<file path="src/rtl/macp_pkg.sv">
package macp_pkg;

    // Bit positions inside the control/status register (window register 0).
    localparam int MODE_BIT  = 0;
    localparam int CARRY_BIT = 1;

    // Operating mode of the unit, held as the state of the control FSM.
    typedef enum logic {
        ST_MULTIPLY   = 1'b0,
        ST_ACCUMULATE = 1'b1
    } mac_state_e;

endpackage

</file>
<file path="src/rtl/macp_xfer_decode.sv">
// Checks a transfer's start and length against the window and
// produces a per-byte enable for the bytes it covers.
module macp_xfer_decode #(
    parameter int REG_W     = 5,
    parameter int LEN_W     = 4,
    parameter int WIN_BASE  = 25,
    parameter int WIN_REGS  = 3,
    parameter int REG_BYTES = 4
) (
    input  logic [REG_W-1:0]               reg_idx,
    input  logic [$clog2(REG_BYTES)-1:0]   byte_idx,
    input  logic [LEN_W-1:0]               len,
    output logic                           in_range,
    output logic                           at_ctrl_reg,
    output logic [WIN_REGS*REG_BYTES-1:0]  byte_en
);
    localparam int BSEL_W    = $clog2(REG_BYTES);
    localparam int ABS_W     = REG_W + BSEL_W + 2;
    localparam int WIN_BYTES = WIN_REGS * REG_BYTES;
    localparam int LIMIT     = (WIN_BASE + WIN_REGS) * REG_BYTES;

    logic [ABS_W-1:0] start_abs;
    logic [ABS_W-1:0] end_abs;
    logic [ABS_W-1:0] rel_start;
    logic [ABS_W-1:0] rel_end;

    always_comb begin
        start_abs = ABS_W'(reg_idx) * ABS_W'(REG_BYTES) + ABS_W'(byte_idx);
        end_abs   = start_abs + ABS_W'(len);
        rel_start = start_abs - ABS_W'(WIN_BASE * REG_BYTES);
        rel_end   = rel_start + ABS_W'(len);
        in_range  = (reg_idx >= REG_W'(WIN_BASE))
                 && (len != '0)
                 && (end_abs <= ABS_W'(LIMIT));
        at_ctrl_reg = in_range && (reg_idx == REG_W'(WIN_BASE));
    end

    for (genvar k = 0; k < WIN_BYTES; k++) begin : g_byte_en
        assign byte_en[k] = in_range
                         && (ABS_W'(k) >= rel_start)
                         && (ABS_W'(k) <  rel_end);
    end

endmodule

</file>
<file path="src/rtl/macp_datapath.sv">
// Unsigned multiplier and 64-bit accumulate adder with wrap detect.
module macp_datapath #(
    parameter int OP_W = 32
) (
    input  logic [OP_W-1:0]   mul_a,
    input  logic [OP_W-1:0]   mul_b,
    input  logic [2*OP_W-1:0] acc_base,
    output logic [2*OP_W-1:0] product,
    output logic [2*OP_W-1:0] sum,
    output logic              wrapped
);
    localparam int RES_W = 2 * OP_W;

    always_comb begin
        product = RES_W'(mul_a) * RES_W'(mul_b);
        sum     = acc_base + product;
        wrapped = (sum < acc_base);
    end

endmodule

</file>
<file path="src/rtl/macp_mac_unit.sv">
module macp_mac_unit #(
    parameter int OP_W     = 32,
    parameter int REG_W    = 5,
    parameter int LEN_W    = 4,
    parameter int WIN_BASE = 25
) (
    input  logic                         clk,
    input  logic                         rst_n,
    input  logic [OP_W-1:0]              op_a,
    input  logic [OP_W-1:0]              op_b,
    input  logic                         xfer_valid,
    input  logic                         xfer_write,
    input  logic [REG_W-1:0]             xfer_reg,
    input  logic [1:0]                   xfer_byte,
    input  logic [LEN_W-1:0]             xfer_len,
    input  logic [3*OP_W-1:0]            xfer_wdata,
    output logic                         rd_valid,
    output logic [3*OP_W-1:0]            rd_data,
    output logic                         xfer_err,
    output logic [OP_W-1:0]              prod_lo,
    output logic [OP_W-1:0]              prod_hi,
    output logic [OP_W-1:0]              acc_lo,
    output logic [OP_W-1:0]              acc_hi,
    output logic                         mode_acc,
    output logic                         carry
);
    import macp_pkg::*;

    localparam int WIN_REGS  = 3;
    localparam int REG_BYTES = 4;
    localparam int WIN_BYTES = WIN_REGS * REG_BYTES;
    localparam int XFER_W    = WIN_BYTES * 8;
    localparam int RES_W     = 2 * OP_W;

    // ---------------- transfer decode ----------------
    logic                 dec_ok;
    logic                 dec_ctrl;
    logic [WIN_BYTES-1:0] dec_en;

    macp_xfer_decode #(
        .REG_W     (REG_W),
        .LEN_W     (LEN_W),
        .WIN_BASE  (WIN_BASE),
        .WIN_REGS  (WIN_REGS),
        .REG_BYTES (REG_BYTES)
    ) u_decode (
        .reg_idx     (xfer_reg),
        .byte_idx    (xfer_byte),
        .len         (xfer_len),
        .in_range    (dec_ok),
        .at_ctrl_reg (dec_ctrl),
        .byte_en     (dec_en)
    );

    logic wr_ok;
    logic rd_ok;
    logic ctrl_byte_wr;
    logic clr_req;
    logic step_req;

    always_comb begin
        wr_ok        = xfer_valid && xfer_write && dec_ok;
        rd_ok        = xfer_valid && !xfer_write && dec_ok;
        ctrl_byte_wr = wr_ok && dec_en[0];
        clr_req      = ctrl_byte_wr && xfer_wdata[CARRY_BIT];
        step_req     = wr_ok && dec_ctrl;
    end

    // ---------------- state machine ----------------
    mac_state_e state_q;
    mac_state_e state_d;

    always_comb begin
        state_d = state_q;
        unique case (state_q)
            ST_MULTIPLY: begin
                if (ctrl_byte_wr && xfer_wdata[MODE_BIT])
                    state_d = ST_ACCUMULATE;
            end
            ST_ACCUMULATE: begin
                if (ctrl_byte_wr && !xfer_wdata[MODE_BIT])
                    state_d = ST_MULTIPLY;
            end
            default: state_d = ST_MULTIPLY;
        endcase
    end

    always_ff @(posedge clk or negedge rst_n) begin
        if (!rst_n) state_q <= ST_MULTIPLY;
        else        state_q <= state_d;
    end

    // ---------------- arithmetic ----------------
    logic [RES_W-1:0] prod_q, acc_q;
    logic             carry_q;
    logic [RES_W-1:0] acc_base;
    logic [RES_W-1:0] dp_product;
    logic [RES_W-1:0] dp_sum;
    logic             dp_wrap;

    // Clear is applied ahead of any addition in the same write.
    assign acc_base = clr_req ? '0 : acc_q;

    macp_datapath #(.OP_W(OP_W)) u_datapath (
        .mul_a    (op_a),
        .mul_b    (op_b),
        .acc_base (acc_base),
        .product  (dp_product),
        .sum      (dp_sum),
        .wrapped  (dp_wrap)
    );

    // ---------------- output / register process ----------------
    logic [RES_W-1:0] prod_d, acc_d;
    logic             carry_d;
    logic             carry_kept;

    always_comb begin
        carry_kept = carry_q && !clr_req;
        prod_d     = prod_q;
        acc_d      = acc_q;
        carry_d    = carry_kept;
        unique case (state_d)
            ST_MULTIPLY: begin
                prod_d = dp_product;
                acc_d  = '0;
            end
            ST_ACCUMULATE: begin
                if (step_req) begin
                    prod_d  = dp_sum;
                    acc_d   = dp_sum;
                    carry_d = carry_kept || dp_wrap;
                end
            end
            default: begin
                prod_d = dp_product;
                acc_d  = '0;
            end
        endcase
    end

    always_ff @(posedge clk or negedge rst_n) begin
        if (!rst_n) begin
            prod_q  <= '0;
            acc_q   <= '0;
            carry_q <= 1'b0;
        end else begin
            prod_q  <= prod_d;
            acc_q   <= acc_d;
            carry_q <= carry_d;
        end
    end

    // ---------------- read path ----------------
    logic [XFER_W-1:0] win_image;
    logic [XFER_W-1:0] rd_mask;
    logic [XFER_W-1:0] rd_data_q;
    logic              rd_valid_q;
    logic              err_q;

    assign win_image = {prod_q, {(OP_W-2){1'b0}}, carry_q, (state_q == ST_ACCUMULATE)};

    for (genvar k = 0; k < WIN_BYTES; k++) begin : g_rd_mask
        assign rd_mask[k*8 +: 8] = {8{dec_en[k]}};
    end

    always_ff @(posedge clk or negedge rst_n) begin
        if (!rst_n) begin
            rd_valid_q <= 1'b0;
            rd_data_q  <= '0;
            err_q      <= 1'b0;
        end else begin
            rd_valid_q <= rd_ok;
            rd_data_q  <= rd_ok ? (win_image & rd_mask) : '0;
            err_q      <= xfer_valid && !dec_ok;
        end
    end

    assign rd_valid = rd_valid_q;
    assign rd_data  = rd_data_q;
    assign xfer_err = err_q;
    assign prod_lo  = prod_q[OP_W-1:0];
    assign prod_hi  = prod_q[RES_W-1:OP_W];
    assign acc_lo   = acc_q[OP_W-1:0];
    assign acc_hi   = acc_q[RES_W-1:OP_W];
    assign mode_acc = (state_q == ST_ACCUMULATE);
    assign carry    = carry_q;

    // ---------------- assertions ----------------
    a_r2_acc_zero_free: assert property (@(posedge clk) disable iff (!rst_n)
        (state_q == ST_MULTIPLY) |-> (acc_q == '0));

    a_r3_hold_idle: assert property (@(posedge clk) disable iff (!rst_n)
        (state_q == ST_ACCUMULATE && !xfer_valid) |=> ($stable(prod_q) && $stable(acc_q)));

    a_r3_acc_mirrors: assert property (@(posedge clk) disable iff (!rst_n)
        (state_q == ST_ACCUMULATE) |-> (prod_q == acc_q));

    a_r4_carry_sticky: assert property (@(posedge clk) disable iff (!rst_n)
        (carry_q && !(xfer_valid && xfer_write)) |=> carry_q);

    a_r7_reject_quiet: assert property (@(posedge clk) disable iff (!rst_n)
        (xfer_valid && !dec_ok) |=> (xfer_err && !rd_valid && $stable(state_q) && $stable(carry_q)));

    a_r8_resp_exclusive: assert property (@(posedge clk) disable iff (!rst_n)
        !(rd_valid && xfer_err));

endmodule

</file>
<file path="config.mk">
export PLATFORM = sky130hd
export DESIGN_NAME = macp_mac_unit
export DESIGN_NICKNAME = d
export VERILOG_FILES = /design/src/rtl/macp_pkg.sv /design/src/rtl/macp_xfer_decode.sv /design/src/rtl/macp_datapath.sv /design/src/rtl/macp_mac_unit.sv
export SDC_FILE = /design/constraint.sdc
export NUM_CORES = 2
export LEC_CHECK = 0
export BUFFER_PORTS_ARGS = -buffer_cell sky130_fd_sc_hd__buf_2
export CAP_MARGIN = 20
export CORE_MARGIN = 5
export CORE_UTILIZATION = 35
export CTS_CLUSTER_SIZE = 30
export DETAILED_ROUTE_END_ITERATION = 6
export GPL_TIMING_DRIVEN = 1
export PLACE_DENSITY = 0.54
export SETUP_SLACK_MARGIN = 0.1
export SYNTH_ARGS = -nofsm -noshare
export SYNTH_HDL_FRONTEND = slang
export SYNTH_SLANG_ARGS = --single-unit
</file>
<file path="constraint.sdc">
create_clock -name clk -period 4.3 [get_ports clk]
set_input_delay 1.075 -clock clk [delete_from_list [all_inputs] [get_ports clk]]
set_output_delay 1.075 -clock clk [all_outputs]
set_load 0.03 [all_outputs]
</file>
==> run_results.csv <==
group,metric,value,unit
placement,port_buffers,278,
global_route,antenna_found_initial,2,
synthesis,yosys.area.top_type_share,38.0,%
synthesis,synth_common_cells,"inv_1 (986), fa_1 (898), nand2_1 (813), and2_1 (570), ha_1 (403)",
routing,viasPerCell,4.86,
layout,fin_util,48.8,%
cts,htreeDepth,4,
timing,skew,0.0220,ns
routing,drt_drc_violations_left,0,
routing,drtAntennaViolNets,0,
timing,setup_viol,121,
cts,clockBufferDepth,2,
placement,dp.cells,8199,
global_route,grt_max_degree,91,
synthesis,avgSynthCellArea,8.87,um2
synthesis,yosysWarnings,0,
layout,area_delta_synth_final,39.1,%
global_route,grt_overflow_total,0,
layout,fin_nets,8075,
status,violations,"setup timing",
synthesis,synth_edf_count,0,
critical_path,cpMostUsedCell,"fa_1",
timing,maxSlewHeadroom,38.6,%
critical_path,regToRegSetupSlack,-0.90,ns
layout,layoutNonFillerInstCount,8397,
timing,fmaxAchievable,0.0931,GHz
timing,rsz0062_at_grt,"true",
floorplan,io_pins,403,
routing,wl_per_cell,18.6,um
critical_path,max_stage_delay,0.57,ns
placement,gp_congestion,0.892,
cts,clockRootBuffer,"clkbuf_16",
floorplan,die_x,378,um
cts,cts.sinks,198,
critical_path,r2r_start,"acc_q[0]$_DFFE_PN0P_",
timing,fin_ws,-6.44,ns
synthesis,ys_seq_area_share,10.5,%
job,drv_cap,0,
timing,hold_viol,0,
critical_path,crit_slowest_cell,"fa_2",
synthesis,ys_types,89,
critical_path,cp-startpoint,"op_b[13]",
timing,whs,0.506,ns
synthesis,synth.area.top_cells,"fa_1 (38%), ha_1 (11%), dfrtp_1 (10%), inv_1 (7.8%), and2_1 (7.5%)",
critical_path,start_kind,"primary input",
layout,drive_gt1_share,34.7,%
cts,numCtsBuffers,17,
hold_path,min_from,"acc_q[52]$_DFFE_PN0P_",
routing,initialDrtViolationCount,1967,
synthesis,synth_most_common_cell,"inv_1",
synthesis,synth_flop_cell,"dfrtp_1",
cts,clk_pin_slew,0.07,ns
routing,wl,156000,um
critical_path,arrival,11.15,ns
placement,pre_cts_ws,-7.39,ns
synthesis,synthArstFlopShare,100,%
synthesis,syn_inst,5339,
floorplan,initial_core_util,35.1,%
routing,drtPass1Iterations,5,
hold_path,min_path_type,"flop to flop",
critical_path,path_max_fanout,7,
synthesis,synthesis.area,0.0474,mm2
critical_path,cp.required,4.70,ns
synthesis,synth.largest_area_cell,"fa_1",
floorplan,die_h,378,um
status,outcome,"complete, but fails checks",
critical_path,path_class,"primary input to flop",
floorplan,core_area,0.135,mm2
critical_path,end_kind,"flop",
global_route,grt_pass1_vias,43400,
timing,slew_violations,0,
global_route,grt_usage,21.4,%
cts,cts_tree,"done",
global_route,grt_pass1_wl,241000,um
floorplan,num_rows,135,
cts,clk_latency,0.48,ns
synthesis,ys_ff_latch,198,
timing,worstMarginPinSlew,0.912,ns
cts,cts_hold_buf,0,
timing,fin_crit,10.74,ns
placement,dpl.hpwl,131000,um
timing,post-route-period-util,250,%
routing,via_count,40800,
floorplan,die-area,0.143,mm2
==> registers in the layout, indices dropped and copies added (netlist names) <==
signal	count
rd_valid	1
prod_q	64
xfer_err	1
carry	1
mode_acc	1
acc_q	64
rd_data	66
==> per-stage QoR <==
| stage | instance area (um2) | setup TNS, ns |
|---|---|---|
| floorplan | 49000 | -466.29 |
| global route | 65800 | -532.82 |
| finish | 65800 | -508.16 |
| detailed placement | 59600 | -611.16 |
| global placement | 59600 | -605.25 |
| CTS | 62500 | -504.36 |
==> cell usage in the layout (no fill, tap or decap), drive strengths merged, types with 7 or more instances in the layout <==
| master | n |
|---|---|
| buf | 1516 |
| inv | 994 |
| fa | 898 |
| nand2 | 814 |
| and2 | 571 |
| ha | 403 |
| dfrtp | 198 |
| a21oi | 170 |
| nor2 | 129 |
| o21ai | 118 |
| a21o | 111 |
| xnor2 | 71 |
| xor2 | 53 |
| nand4 | 47 |
| nand3 | 45 |
| clkbuf | 34 |
| a22o | 30 |
| conb | 30 |
| and3 | 29 |
| nor3 | 28 |
| a221o | 26 |
| a31oi | 26 |
| o21bai | 19 |
| nor2b | 18 |
| nand2b | 17 |
| o21a | 17 |
| mux2i | 16 |
| a22oi | 16 |
| a211oi | 16 |
| o211ai | 12 |
| o31ai | 9 |
| or2 | 8 |
| nor4 | 7 |
==> critical path, delay by kind of cell <==
kind | cells | cell delay [ns]
fa+ha+maj | 11 | 4.52
buf+inv | 8 | 0.97
compound gates | 17 | 3.57
simple gates | 6 | 0.66
xor+xnor | 2 | 0.33
==> worst paths after layout <==
path	endpoint	depth (start not counted)
max in group asynchronous	prod_q[27]$_DFFE_PN0P_	2
worst max register to register	carry$_DFF_PN0_	28
worst min-delay path	acc_q[52]$_DFFE_PN0P_	1
worst min register to register	acc_q[52]$_DFFE_PN0P_	1
worst max-delay path	carry$_DFF_PN0_	44
min in group asynchronous	acc_q[5]$_DFFE_PN0P_	1
==> metal layers <==
| layer | GRT usage [%] | part of all wire, % | wire (um) | vias to the layer above |
|---|---|---|---|---|
| met5 | 0 | 0 | 0 | - |
| li1 | - | - | - | 18900 |
| met3 | 1.52 | 3.4 | 5320 | 170 |
| met2 | 39.7 | 52 | 81500 | 745 |
| met4 | 4.54 | 2.7 | 4270 | 0 |
| met1 | 27.5 | 42 | 64900 | 21000 |
==> final cells by class <==
| cell class | instances | area [um2] |
|---|---|---|
| clock buffer | 18 | 429 |
| sequential | 198 | 4950 |
| timing repair buffer | 1532 | 12700 |
| multi-input combinational | 3864 | 41700 |
| clock inverter | 14 | 139 |
| inverter | 986 | 3720 |
| fill | 12700 | 69100 |
| tap | 1781 | 2230 |
| antenna | 4 | 10.0 |
==> kinds of logic after synthesis <==
logic type	Yosys count	synth area share, %
xor gates and xnor gates	124	2.29
adders and majority gates	1301	48.6
other	1	0.00792
buffers and inverters	1306	10.8
muxes	18	0.386
AOI/OAI and AO/OA	648	9.47
and+or+nand+nor	1743	18.0
DFF	198	10.5
==> what timing repair did <==
action | 4_1_cts | 5_1_grt
setup endpoints to repair | 126 | 127
setup buffers | 55 | 118
cloned | 4 | 13
resized for setup | 382 | 556
pin swaps | 153 | 284
Power is not shown: default switching activity piles up to over one toggle a cycle in this logic, so the estimate is an artifact.
